File: config.mk
export PLATFORM = sky130hd
export DESIGN_NAME = dp_collision_arb
export DESIGN_NICKNAME = d
export VERILOG_FILES = /design/src/rtl/dpca_pkg.sv /design/src/rtl/dpca_track.sv /design/src/rtl/dpca_owner.sv /design/src/rtl/dpca_gate.sv /design/src/rtl/dp_collision_arb.sv
export SDC_FILE = /design/constraint.sdc
export NUM_CORES = 1
export LEC_CHECK = 0
export BUFFER_PORTS_ARGS = -buffer_cell sky130_fd_sc_hd__buf_4
export CAP_MARGIN = 25
export CORE_ASPECT_RATIO = 1.2
export CORE_UTILIZATION = 50
export CTS_CLUSTER_SIZE = 12
export DETAILED_ROUTE_END_ITERATION = 6
export GPL_TIMING_DRIVEN = 0
export HOLD_SLACK_MARGIN = 0.08
export MAX_ROUTING_LAYER = met4
export PLACE_DENSITY = 0.78
export SETUP_SLACK_MARGIN = 0.15
export SYNTH_ARGS = -nofsm -noshare
export SYNTH_HDL_FRONTEND = slang
export SYNTH_SLANG_ARGS = --single-unit
export TNS_END_PERCENT = 20
File: constraint.sdc
create_clock -name clk_i -period 2.4 [get_ports clk_i]
set_input_delay 0.24 -clock clk_i [delete_from_list [all_inputs] [get_ports clk_i]]
set_output_delay 0.24 -clock clk_i [all_outputs]
set_load 0.02 [all_outputs]
File: src/rtl/dpca_pkg.sv
package dpca_pkg;
  typedef enum logic [1:0] {
    OWN_NONE  = 2'd0,
    OWN_LEFT  = 2'd1,
    OWN_RIGHT = 2'd2
  } owner_e;
endpackage

File: src/rtl/dpca_track.sv
// Flags a port whose enable and address are unchanged since last cycle.
module dpca_track #(
  parameter int ADDR_W = 12
) (
  input  logic              clk_i,
  input  logic              rst_ni,
  input  logic              ce_i,
  input  logic [ADDR_W-1:0] addr_i,
  output logic              held_o
);
  logic              ce_q;
  logic [ADDR_W-1:0] addr_q;

  always_ff @(posedge clk_i or negedge rst_ni) begin
    if (!rst_ni) begin
      ce_q   <= 1'b0;
      addr_q <= '0;
    end else begin
      ce_q   <= ce_i;
      addr_q <= addr_i;
    end
  end

  assign held_o = ce_i && ce_q && (addr_i == addr_q);
endmodule

File: src/rtl/dpca_owner.sv
module dpca_owner
  import dpca_pkg::*;
(
  input  logic   clk_i,
  input  logic   rst_ni,
  input  logic   coll_i,
  input  logic   l_held_i,
  input  logic   r_held_i,
  output owner_e owner_nxt_o,
  output logic   l_busy_no,
  output logic   r_busy_no
);
  owner_e owner_q;

  always_comb begin
    if (!coll_i)
      owner_nxt_o = OWN_NONE;
    else if (owner_q != OWN_NONE && l_held_i && r_held_i)
      owner_nxt_o = owner_q;
    else if (r_held_i && !l_held_i)
      owner_nxt_o = OWN_RIGHT;
    else
      owner_nxt_o = OWN_LEFT;  // earlier left, or tie
  end

  always_ff @(posedge clk_i or negedge rst_ni) begin
    if (!rst_ni) begin
      owner_q   <= OWN_NONE;
      l_busy_no <= 1'b1;
      r_busy_no <= 1'b1;
    end else begin
      owner_q   <= owner_nxt_o;
      l_busy_no <= (owner_nxt_o != OWN_RIGHT);
      r_busy_no <= (owner_nxt_o != OWN_LEFT);
    end
  end


  owner_hold_chk: assert property (@(posedge clk_i) disable iff (!rst_ni)
    (owner_q != OWN_NONE && coll_i && l_held_i && r_held_i) |=> $stable(owner_q));


  busy_release_chk: assert property (@(posedge clk_i) disable iff (!rst_ni)
    (!r_busy_no && !coll_i) |=> r_busy_no);


  tie_left_chk: assert property (@(posedge clk_i) disable iff (!rst_ni)
    (coll_i && !l_held_i && !r_held_i) |=> (l_busy_no && !r_busy_no));
endmodule

File: src/rtl/dpca_gate.sv
// Per-port write gating; source of the busy flag depends on mode.
module dpca_gate (
  input  logic master_i,
  input  logic busy_int_ni,
  input  logic claim_other_i,
  input  logic busy_ext_ni,
  input  logic ce_i,
  input  logic we_i,
  output logic inhibit_o,
  output logic wr_o
);
  always_comb begin
    if (master_i)
      inhibit_o = !busy_int_ni || claim_other_i;
    else
      inhibit_o = !busy_ext_ni;
  end

  assign wr_o = ce_i && we_i && !inhibit_o;
endmodule

File: src/rtl/dp_collision_arb.sv
module dp_collision_arb
  import dpca_pkg::*;
#(
  parameter int ADDR_W = 12
) (
  input  logic              clk_i,
  input  logic              rst_ni,
  input  logic              master_i,
  input  logic              l_ce_i,
  input  logic [ADDR_W-1:0] l_addr_i,
  input  logic              l_we_i,
  input  logic              r_ce_i,
  input  logic [ADDR_W-1:0] r_addr_i,
  input  logic              r_we_i,
  input  logic              l_busy_ni,
  input  logic              r_busy_ni,
  output logic              l_busy_no,
  output logic              r_busy_no,
  output logic              l_inhibit_o,
  output logic              r_inhibit_o,
  output logic              l_wr_o,
  output logic              r_wr_o
);
  logic   coll, l_held, r_held;
  logic   l_busy_q, r_busy_q;
  owner_e owner_nxt;

  // enable and address only
  assign coll = l_ce_i && r_ce_i && (l_addr_i == r_addr_i);

  dpca_track #(.ADDR_W(ADDR_W)) l_trk_i (
    .clk_i(clk_i), .rst_ni(rst_ni), .ce_i(l_ce_i), .addr_i(l_addr_i), .held_o(l_held));
  dpca_track #(.ADDR_W(ADDR_W)) r_trk_i (
    .clk_i(clk_i), .rst_ni(rst_ni), .ce_i(r_ce_i), .addr_i(r_addr_i), .held_o(r_held));

  dpca_owner own_i (
    .clk_i(clk_i), .rst_ni(rst_ni), .coll_i(coll),
    .l_held_i(l_held), .r_held_i(r_held),
    .owner_nxt_o(owner_nxt), .l_busy_no(l_busy_q), .r_busy_no(r_busy_q));

  dpca_gate l_gate_i (
    .master_i(master_i), .busy_int_ni(l_busy_q),
    .claim_other_i(owner_nxt == OWN_RIGHT), .busy_ext_ni(l_busy_ni),
    .ce_i(l_ce_i), .we_i(l_we_i), .inhibit_o(l_inhibit_o), .wr_o(l_wr_o));
  dpca_gate r_gate_i (
    .master_i(master_i), .busy_int_ni(r_busy_q),
    .claim_other_i(owner_nxt == OWN_LEFT), .busy_ext_ni(r_busy_ni),
    .ce_i(r_ce_i), .we_i(r_we_i), .inhibit_o(r_inhibit_o), .wr_o(r_wr_o));

  assign l_busy_no = master_i ? l_busy_q : 1'b1;
  assign r_busy_no = master_i ? r_busy_q : 1'b1;


  no_dual_busy_chk: assert property (@(posedge clk_i) disable iff (!rst_ni)
    !(!l_busy_no && !r_busy_no));


  loser_wr_block_chk: assert property (@(posedge clk_i) disable iff (!rst_ni)
    (!l_busy_no || !r_busy_no) |-> !(l_busy_no ? r_wr_o : l_wr_o));


  slave_wr_block_chk: assert property (@(posedge clk_i) disable iff (!rst_ni)
    (!master_i && !r_busy_ni) |-> !r_wr_o);


  busy_fall_cause_chk: assert property (@(posedge clk_i) disable iff (!rst_ni)
    (master_i && $fell(l_busy_no)) |-> $past(coll));
endmodule

Word-level counts from Yosys, hierarchy flattened --
Cells that the tools add are included.
Storage, ports and cells: bits in registers 30, input port bits 33, output and inout bits 6, word-level logic and storage cells 44
Cells by class: eq/ne operators 7, multiplexer cells 7, reductions and logical operators 23
Operators by type and width (count):
- equality test 12 bit | 3
- logical AND 1 bit | 13
- logical NOT 1 bit | 7
- 2-to-1 mux 2 bit | 3
- 2-to-1 mux 1 bit | 4
- equality test 2 x 1 -> 1 bit, second input constant | 1
- equality test 2 bit, second input constant | 1
- logical OR 1 bit | 2
- != test 2 x 1 -> 1 bit, second input constant | 1
- != test 2 bit, second input constant | 1
- nonzero test 2 bit | 1

Logic depth before layout (Yosys ltp) --
Gate-level depths: netlist (run 1).
word-level depth 12, depth in mapped cells 5

Hierarchy --
A second synthesis (run 1) with hierarchy kept.
Unflattened totals: cell total of the unflattened synthesis 104, area, all modules 1315.0 um2
By module, submodules not included:
- dpca_track | times used 2, cells each 30, area each 465.4 um2, seq. area each 325.3 um2
- dp_collision_arb | times used 1, cells each 21, area each 165.2 um2, seq. area each 0.0 um2
- dpca_owner | times used 1, cells each 13, area each 156.4 um2, seq. area each 102.6 um2
- dpca_gate | times used 2, cells each 5, area each 31.3 um2, seq. area each 0.0 um2

Least setup slack after synthesis (run 1) --
Ideal clock, no wire load.
path kind register to output, start register l_trk_i.addr_q[7], end output l_wr_o, arrival 1912 ps, slack 248 ps, cell stages (with the launch flop) 6, buffers on the path 0, cells stage by stage dfrtp_1 -> xor2_1 -> nor4_1 -> nand4_1 -> or4_4 -> a31oi_1
On the way: cells in the longest elaborated chain, start to end 12, elaborated cells between the ends (all ways) 14, classes of those cells eq/ne: 2; mux: 4; reduce/logical: 8
RTL lines:
- start, declared | line dpca_track.sv:12 | logic [ADDR_W-1:0] addr_q;
- start signal, assigned | line dpca_track.sv:20 | addr_q <= addr_i;
- equality test 12 bit (*) | line dpca_track.sv:24 | assign held_o = ce_i && ce_q && (addr_i == addr_q);
- logical AND 1 bit (*) | line dpca_track.sv:24
- logical NOT 1 bit | line dpca_owner.sv:20 | else if (r_held_i && !l_held_i)
- logical AND 1 bit | line dpca_owner.sv:20
- 2-to-1 mux 2 bit | line dpca_owner.sv:20
- 2-to-1 mux 2 bit (*) | line dpca_owner.sv:18 | else if (owner_q != OWN_NONE && l_held_i && r_held_i)
- 2-to-1 mux 2 bit (*) | line dpca_owner.sv:16 | if (!coll_i)
- equality test 2 bit (*) | line dp_collision_arb.sv:43 | .claim_other_i(owner_nxt == OWN_RIGHT), .busy_ext_ni(l_busy_ni),
- logical OR 1 bit (*) | line dpca_gate.sv:14 | inhibit_o = !busy_int_ni || claim_other_i;
- 2-to-1 mux 1 bit (*) | line dpca_gate.sv:13 | if (master_i)
- logical NOT 1 bit (*) | line dpca_gate.sv:19 | assign wr_o = ce_i && we_i && !inhibit_o;
- logical AND 1 bit (*) | line dpca_gate.sv:19
- end, declared | line dp_collision_arb.sv:21 | output logic l_wr_o,
Every way passes the cells marked *; elsewhere a longest branch is shown, timed or not.

Worst setup path in the final report (run 1) --
start register l_trk_i.addr_q[6], end output l_inhibit_o
On the way: cells in the longest elaborated chain, start to end 10, elaborated cells between the ends (all ways) 12, classes of those cells eq/ne: 2; mux: 4; reduce/logical: 6
RTL lines:
- equality test 12 bit (*) | line dpca_track.sv:24
- logical AND 1 bit (*) | line dpca_track.sv:24
- logical NOT 1 bit | line dpca_owner.sv:20
- logical AND 1 bit | line dpca_owner.sv:20
- 2-to-1 mux 2 bit | line dpca_owner.sv:20
- 2-to-1 mux 2 bit (*) | line dpca_owner.sv:18
- 2-to-1 mux 2 bit (*) | line dpca_owner.sv:16
- equality test 2 bit (*) | line dp_collision_arb.sv:43
- logical OR 1 bit (*) | line dpca_gate.sv:14
- 2-to-1 mux 1 bit (*) | line dpca_gate.sv:13
- end, declared | line dp_collision_arb.sv:19 | output logic l_inhibit_o,
Marked as above.

==> results of run 1 <==
-- stage by stage --
stage	setup WS [ns]	TNS [ns]	area, um2	instances	utilization
after detailed placement	-0.0643	-0.124	1620	170	0.681
after global routing	-0.336	-1.31	2070	212	0.869
after global placement	-0.0485	-0.0550	1620	170	0.681
final	-0.208	-0.644	2070	212	0.869
after CTS	-0.193	-0.688	2030	212	0.855
after floorplan	0.248	0	1290	101	-
-- final timing paths --
kind                                   start                end  cells after the start
hold / removal                        r_ce_i    own_i.r_busy_no                      5
hold reg to reg             own_i.owner_q[1]   own_i.owner_q[1]                      1
setup / recovery           l_trk_i.addr_q[6]        l_inhibit_o                      6
min in group asynchronous             rst_ni  l_trk_i.addr_q[8]                      2
setup reg to reg           l_trk_i.addr_q[6]   own_i.owner_q[1]                     10
max in group asynchronous             rst_ni    own_i.l_busy_no                      2
-- state kept, by name (all words and copies together), names as in the netlist --
signal / count
own_i.r_busy_no: 1
l_trk_i.ce_q: 1
l_trk_i.addr_q: 12
r_trk_i.ce_q: 1
own_i.l_busy_no: 1
own_i.owner_q: 2
r_trk_i.addr_q: 12
-- power breakdown --
group          switching (W)  internal (W)  leakage [nW]  total, W
combinational      0.0000837      0.000117         0.475  0.000200
clock               0.000158      0.000116        0.0265  0.000274
sequential         0.0000108      0.000527         0.352  0.000538
total               0.000253      0.000761         0.853   0.00101
-- metal layers --
layer	vias up	GRT usage	part of all wire
met4	0	0.0966	0.027
met2	42	0.501	0.53
met1	529	0.299	0.38
met5	-	-	0
met3	11	0.0735	0.055
li1	507	-	-
-- worst max-delay path: cells and delay by family, from the launching register on --
kind	cells	cell delay [ns]
flops	1	0.39
xor+xnor	1	0.17
compound gates	1	0.22
buf+inv	1	0.13
simple gates	3	1.14
-- cell usage in the layout, fill, tap and decap left out, types with 2 or more instances in the layout --
master / Yosys / routed
a21boi_0: 2 / 2
nand4_1: 6 / 6
nand2_1: 4 / 4
clkbuf_1: 0 / 3
dfrtp_1: 28 / 28
clkbuf_4: 0 / 5
buf_6: 0 / 6
xor2_1: 4 / 4
nand2b_1: 4 / 4
nand3_1: 6 / 6
buf_4: 0 / 39
dlygate4sd3_1: 0 / 27
nor4_2: 0 / 2
xnor2_1: 32 / 32
dfstp_2: 2 / 2
-- cell usage after synthesis --
cell type / n / area, um2
xnor2_1: 32 / 280
dfrtp_1: 28 / 701
nand3_1: 6 / 30.0
nand4_1: 6 / 37.5
nand2_1: 4 / 15.0
nand2b_1: 4 / 25.0
xor2_1: 4 / 35.0
nor4_1: 3 / 18.8
a21boi_0: 2 / 15.0
a31oi_1: 2 / 12.5
dfstp_2: 2 / 52.6
a31o_1: 1 / 8.76
a32o_1: 1 / 10.0
and2_1: 1 / 6.26
nand3b_1: 1 / 7.51
nor2b_1: 1 / 6.26
o41a_2: 1 / 12.5
o41ai_1: 1 / 8.76
or4_4: 1 / 11.3
-- layout make-up --
type	count	area, um2	area share
Sequential cell	30	753	0.364
Multi-Input combinational cell	71	596	0.288
Clock buffer	8	48.8	0.0236
Tap cell	31	38.8	0.0188
Timing Repair Buffer	72	631	0.305
-- kinds of logic (layout without fill, tap and decap cells) --
| family | Yosys count | count (layout) | synth area share |
|---|---|---|---|
| xor gates and xnor gates | 36 | 36 | 0.244 |
| DFF | 30 | 30 | 0.582 |
| and+or+nand+nor | 27 | 27 | 0.122 |
| AOI/OAI and AO/OA | 8 | 8 | 0.0522 |
| buffers and inverters | 0 | 80 | 0 |
-- what timing repair did --
| item | in CTS | in global routing |
|---|---|---|
| buffers inserted | 7 | 0 |
| pin swaps | 5 | 3 |
| hold buffers | 27 | 0 |
| endpoints found under the setup margin | 4 | 5 |
| resized for setup | 9 | 4 |
| hold endpoints to repair | 54 | 0 |
==> Implementation_results.wiki, run 1 <==
{| class="wikitable"
! Metric !! Value
|-
| Synthesized instance count || 101
|-
| Leakage power figure || 0.853 nW
|-
| Setup repair after global routing missed its margin || yes
|-
| N_diodes || 0
|-
| Pin slew with the least headroom to its limit || 0.737 ns
|-
| Number of top-level pins || 39
|-
| Vias || 1089
|-
| Sinks on the clock net || 30
|-
| Standard cell with the maximum stage delay on the critical path || or4_4
|-
| Post-synthesis instance area || 0.00129 mm2
|-
| Outcome || complete, but fails checks
|-
| Bufs on Longest Clock Path || 2
|-
| Total power per unit cell area || 490 mW/mm2
|-
| Max cap viols || 0
|-
| Violations in the final reports || negative setup slack
|-
| Die Wd || 48.4 um
|-
| Die outline area || 0.00280 mm2
|-
| Endpoints failing hold || 0
|-
| Grt total ovfl || 0
|-
| Largest net degree at the start of global routing || 31
|-
| Clk root buf || clkbuf_4
|-
| Clock slew at reported path FFs || 0.09 ns
|-
| Detailed-route wire length per cell || 15.3 um
|-
| Final count of negative-setup-slack endpoints || 4
|-
| Achievable frequency || 0.383 GHz
|-
| TritonCTS clock tree || done
|-
| VDD IR-drop max || 0.000566 V
|-
| Number of flip-flops and latches in the synthesized netlist || 30
|-
| Number of antenna violations at the first check in global routing || 0
|-
| Count of warnings emitted by yosys || 0
|-
| Sequential area share after synthesis || 0.582
|-
| Worst Setup End Kind || output pin
|-
| Post-Route Hold Slack || 0.318 ns
|-
| Number of I/O port buffers || 38
|-
| Gpl congestion || 0.718
|-
| Final Routed Wirelength || 3240 um
|-
| CP Max Fanout || 4
|-
| Total power draw || 0.00101 W
|-
| Area inside the core boundary || 0.00238 mm2
|-
| Pre-Repair DR Iteration Count || 4
|-
| Slack of the worst reg-to-reg path || 0.04 ns
|-
| Initial standard-cell utilization of the core || 0.544
|-
| First-iteration detailed-routing DRC count || 15
|-
| Worst path required time || 2.16 ns
|-
| Die Ht || 57.7 um
|-
| Vias per cell || 5.14
|-
| Inserted Clock Buffers || 5
|-
| Arrival @ worst endpoint || 2.37 ns
|-
| Post-DP HPWL || 1980 um
|-
| Final period util || 1.09
|-
| Synthesized net count || 134
|-
| CP Class || reg -> out
|-
| Remaining DRCs || 0
|-
| All-layer global routing usage || 0.279
|-
| Startpoint type of the worst setup path || flip-flop
|-
| Number of global-route vias before repair || 1231
|-
| Synthesized area per cell || 12.8 um2
|-
| Setup ws final || -0.208 ns
|-
| Worst-path cell chain || xor2_1 > nor4_2 > nand4_1 > or4_4 > a31o_1 > buf_6
|-
| Share of layout cells above drive strength 1 || 0.320
|-
| # H-tree levels || 2
|-
| Final min period || 2.61 ns
|-
| Clock Skews || 0.00792 ns
|-
| Netlist cell types || 19
|-
| First-pass GRT wire length || 5530 um
|-
| Clock latency at the later pin of the worst-skew pair || 0.32 ns
|-
| Worst hold path class || in -> reg
|-
| Final max-slew violation count || 0
|-
| Max-Slew Margin vs Limit || 0.504
|-
| Antenna Nets Post-Route || 0
|-
| Site Rows || 19
|-
| Layout Nets || 213
|-
| Layout overhead on the synthesized area || 59.8%
|-
| Fillers || 116
|-
| Worst stage delay on the critical path || 0.52 ns
|}
(Power assumes the default switching activity.)
==> run 2, diff against run 1 <==
- SLEW_MARGIN: default -> 20
- SYNTH_HIERARCHICAL: default -> 1
==> run 2 against run 1 <==
The flow still finishes with violations (negative setup slack). Wire length grew 3.6%. Non-clock buffer count shrank 1. Power grew 10%. Core utilization shrank 3.3 points. Clock skew is essentially flat. Final cell count grew 1.9%. Maximum frequency shrank 1.5%. First-iteration DRC count shrank 13%. Synthesized cell count grew 3.0%. Die area grew 1.6%. Flip-flop and latch count is the same. Design area grew 1.3%. Critical path type unchanged. Largest power group unchanged.
==> Implementation_results.wiki, run 2 <==
{| class="wikitable"
! Metric !! Value
|-
| Detailed-route wire length per cell || 15.5 um (was 15.3 um)
|-
| Startpoint type of the worst setup path || flip-flop (unchanged)
|-
| Main area contributors after synthesis || dfrtp_1 (53%), xnor2_1 (24%), dfstp_2 (4.0%) (was dfrtp_1 (54%), xnor2_1 (22%), dfstp_2 (4.1%))
|-
| Vias per cell || 4.90 (was 5.14)
|-
| # H-tree levels || 2 (unchanged)
|-
| Post-Route Hold Slack || 0.326 ns (was 0.318 ns)
|-
| End of the worst hold path || own_i/r_busy_no (was own_i.r_busy_no)
|-
| Commonest non-fill, non-tap cell in the layout || buf_4 (unchanged)
|-
| Post-synthesis instance area || 0.00132 mm2 (was 0.00129 mm2)
|-
| Netlist cell types || 18 (was 19)
|-
| Sum Neg Setup Slack || -0.856 ns (was -0.644 ns)
|-
| Pre-Repair DR Iteration Count || 4 (unchanged)
|-
| Total placed instance area || 0.00164 mm2 (was 0.00162 mm2)
|-
| Bufs on Longest Clock Path || 2 (unchanged)
|-
| Worst Hold Launch || r_ce_i (unchanged)
|-
| Gpl congestion || 0.763 (was 0.718)
|-
| Synthesized net count || 137 (was 134)
|-
| Max cap viols || 0 (unchanged)
|-
| Instance count along the most critical hold path || 4 (was 5)
|-
| Leakage power figure || 0.910 nW (was 0.853 nW)
|-
| Violations in the final reports || negative setup slack (unchanged)
|-
| Worst hold path class || in -> reg (unchanged)
|-
| Cell type with the largest total area after synthesis || dfrtp_1 (unchanged)
|-
| Sequential area share after synthesis || 0.573 (was 0.582)
|-
| R2R Path Start || r_trk_i/addr_q[3] (was l_trk_i.addr_q[6])
|-
| Number of antenna violations at the first check in global routing || 0 (unchanged)
|-
| Setup ws final || -0.248 ns (was -0.208 ns)
|-
| CP Class || reg -> out (unchanged)
|-
| Worst path required time || 2.16 ns (about the same)
|-
| First-iteration detailed-routing DRC count || 13 (was 15)
|-
| Largest net degree at the start of global routing || 31 (unchanged)
|-
| Slack of the worst reg-to-reg path || 0.57 ns (was 0.04 ns)
|-
| Setup repair after global routing missed its margin || yes (unchanged)
|-
| Synthesized area per cell || 12.6 um2 (was 12.8 um2)
|-
| Die Ht || 58.2 um (was 57.7 um)
|-
| Clk root buf || clkbuf_4 (unchanged)
|-
| Max-Slew Margin vs Limit || 0.630 (was 0.504)
|-
| Predominant post-synthesis flop cell || dfrtp_1 (unchanged)
|-
| Number of enable-type register cells in the synthesized netlist || 0 (unchanged)
|-
| Number of flip-flops and latches in the synthesized netlist || 30 (unchanged)
|-
| Endpoints failing hold || 0 (unchanged)
|-
| Number of I/O port buffers || 38 (unchanged)
|-
| Number of global-route vias before repair || 1142 (was 1231)
|-
| N_diodes || 0 (unchanged)
|-
| Synth top cells by count || xnor2_1 (36), dfrtp_1 (28), nand3_1 (6), nand4_1 (6) (was xnor2_1 (32), dfrtp_1 (28), nand3_1 (6), nand4_1 (6))
|-
| VDD IR-drop max || 0.000496 V (was 0.000566 V)
|-
| Outcome || complete, but fails checks (unchanged)
|-
| Library cell with the highest instance count after synthesis || xnor2_1 (unchanged)
|-
| Synthesized instance count || 104 (was 101)
|-
| Layer with the highest usage after global routing || met2 (unchanged)
|-
| First-pass GRT wire length || 5100 um (was 5530 um)
|-
| All-layer global routing usage || 0.258 (was 0.279)
|-
| Synth top area share || 0.533 (was 0.542)
|-
| Share of synthesized flip-flops with an asynchronous set or reset || 1.00 (unchanged)
|-
| Clock latency at the later pin of the worst-skew pair || 0.33 ns (was 0.32 ns)
|-
| Worst Setup End Kind || output pin (unchanged)
|-
| Commonest non-fill, non-tap cells in the layout || buf_4 (42), xnor2_1 (34), dfrtp_1 (28) (was buf_4 (39), xnor2_1 (32), dfrtp_1 (28))
|-
| Post-route cell area || 0.00209 mm2 (was 0.00207 mm2)
|-
| Die outline area || 0.00284 mm2 (was 0.00280 mm2)
|-
| Arrival @ worst endpoint || 2.41 ns (was 2.37 ns)
|-
| Largest registers in the final layout || l_trk_i/addr_q (12), r_trk_i/addr_q (12), own_i/owner_q (2) (was l_trk_i.addr_q (12), r_trk_i.addr_q (12), own_i.owner_q (2))
|-
| Antenna Nets Post-Route || 0 (unchanged)
|-
| Capture point of the worst reg-to-reg path || own_i/owner_q[0] (was own_i.owner_q[1])
|-
| Site Rows || 20 (was 19)
|-
| Cell depth of the worst flop-to-flop path || 7 (was 10)
|-
| TritonCTS clock tree || done (unchanged)
|-
| Achievable frequency || 0.378 GHz (was 0.383 GHz)
|-
| Final count of negative-setup-slack endpoints || 4 (unchanged)
|-
| Global routing met2 resource utilization || 0.460 (was 0.501)
|-
| Worst Setup Slack post-DPL || 0.104 ns (was -0.0643 ns)
|-
| Pin slew with the least headroom to its limit || 0.551 ns (was 0.737 ns)
|-
| Sinks on the clock net || 30 (unchanged)
|-
| Final Routed Wirelength || 3350 um (was 3240 um)
|-
| Grt total ovfl || 0 (unchanged)
|-
| Number of top-level pins || 39 (unchanged)
|-
| Final period util || 1.10 (was 1.09)
|-
| Final min period || 2.65 ns (was 2.61 ns)
|-
| Total power per unit cell area || 533 mW/mm2 (was 490 mW/mm2)
|-
| Inserted Clock Buffers || 5 (unchanged)
|-
| Initial standard-cell utilization of the core || 0.525 (was 0.544)
|-
| Clock Skews || 0.00772 ns (was 0.00792 ns)
|-
| Layout Nets || 215 (was 213)
|-
| Die Wd || 48.8 um (was 48.4 um)
|-
| Met3 track utilization from global routing || 0.0630 (was 0.0735)
|-
| Post-DP HPWL || 1900 um (was 1980 um)
|-
| Share of layout cells above drive strength 1 || 0.366 (was 0.320)
|-
| Final max-slew violation count || 0 (unchanged)
|-
| Met1 track demand over resource || 0.273 (was 0.299)
|-
| Vias || 1058 (was 1089)
|-
| Remaining DRCs || 0 (unchanged)
|-
| CP Max Fanout || 3 (was 4)
|-
| Clock slew at reported path FFs || 0.09 ns (about the same)
|-
| Area inside the core boundary || 0.00250 mm2 (was 0.00238 mm2)
|-
| Count of warnings emitted by yosys || 6 (was 0)
|-
| Layout overhead on the synthesized area || 59.2% (was 59.8%)
|}
-- run 2: changes by cell type after synthesis, sizes merged, moves of 2 or more --
| cell | delta |
|---|---|
| a21boi | -2 |
| a21oi | +2 |
| a31oi | -2 |
| nand3b | +2 |
| nor2b | +2 |
| xnor2 | +4 |
| xor2 | -4 |
-- run 2: routing by layer --
metal  share of wire  wire, um  vias to the layer above
li1                -         -                      501
met1            0.39      1300                      510
met2            0.55      1850                       41
met3           0.046       153                        6
met4           0.017        57                        0
met5               0         0                        -
-- run 2: logic make-up (layout without fill, tap and decap cells) --
group / count (synthesis) / in the layout / synth area share
simple gates: 32 / 32 / 0.160
xor+xnor: 36 / 36 / 0.240
flops: 30 / 30 / 0.573
buf+inv: 1 / 80 / 0.00285
compound gates: 5 / 5 / 0.0247
-- run 2: metrics by stage --
step,total power (W),util,instances
5_1_grt,0.00115,0.837,216
2_1_floorplan,0.000618,-,104
6_report,0.00112,0.837,216
3_3_place_gp,0.000700,0.656,175
4_1_cts,0.00111,0.814,212
3_5_place_dp,0.000706,0.656,175
-- run 2: report_power, final --
group	switching, W	internal [W]	total (W)	leakage (nW)
combinational	0.0000850	0.000120	0.000205	0.513
sequential	0.0000112	0.000527	0.000539	0.352
clock	0.000172	0.000200	0.000372	0.0446
total	0.000268	0.000848	0.00112	0.910
-- run 2: what timing repair did --
item / in CTS / in global routing
setup endpoints to repair: 4 / 4
gates resized for setup: 7 / 6
pin swaps: 20 / 6
hold buffers: 27 / 0
buffers inserted: 2 / 4
hold endpoints to repair: 54 / 0
-- run 2: worst max path at each step --
| stage | startpoint | endpoint |
|---|---|---|
| after floorplan | r_trk_i/addr_q[7] | r_wr_o |
| after global placement | r_trk_i/addr_q[3] | r_inhibit_o |
| after detailed placement | r_trk_i/addr_q[3] | r_inhibit_o |
| after CTS | r_trk_i/addr_q[5] | r_wr_o |
| after global routing | r_trk_i/addr_q[3] | r_wr_o |
| final | r_trk_i/addr_q[3] | r_inhibit_o |
-- run 2: layout make-up --
class | count | area, um2
flip-flops and latches | 30 | 753
multi-input cells | 73 | 608
repair buffers | 71 | 608
fillers | 168 | 409
clock buffers | 8 | 78.8
well taps | 33 | 41.3
inverters | 1 | 3.75
-- run 2: worst max-delay path, cell delays in order (launching register included) --
cell and delay (ns):
dfrtp_1 0.41, xnor2_2 0.15, nand4_1 0.17, nor4_4 0.39, inv_1 0.11, o211a_1 0.25, nor2b_1 0.14, nand3b_1 0.19
and2_4 0.16, buf_6 0.12
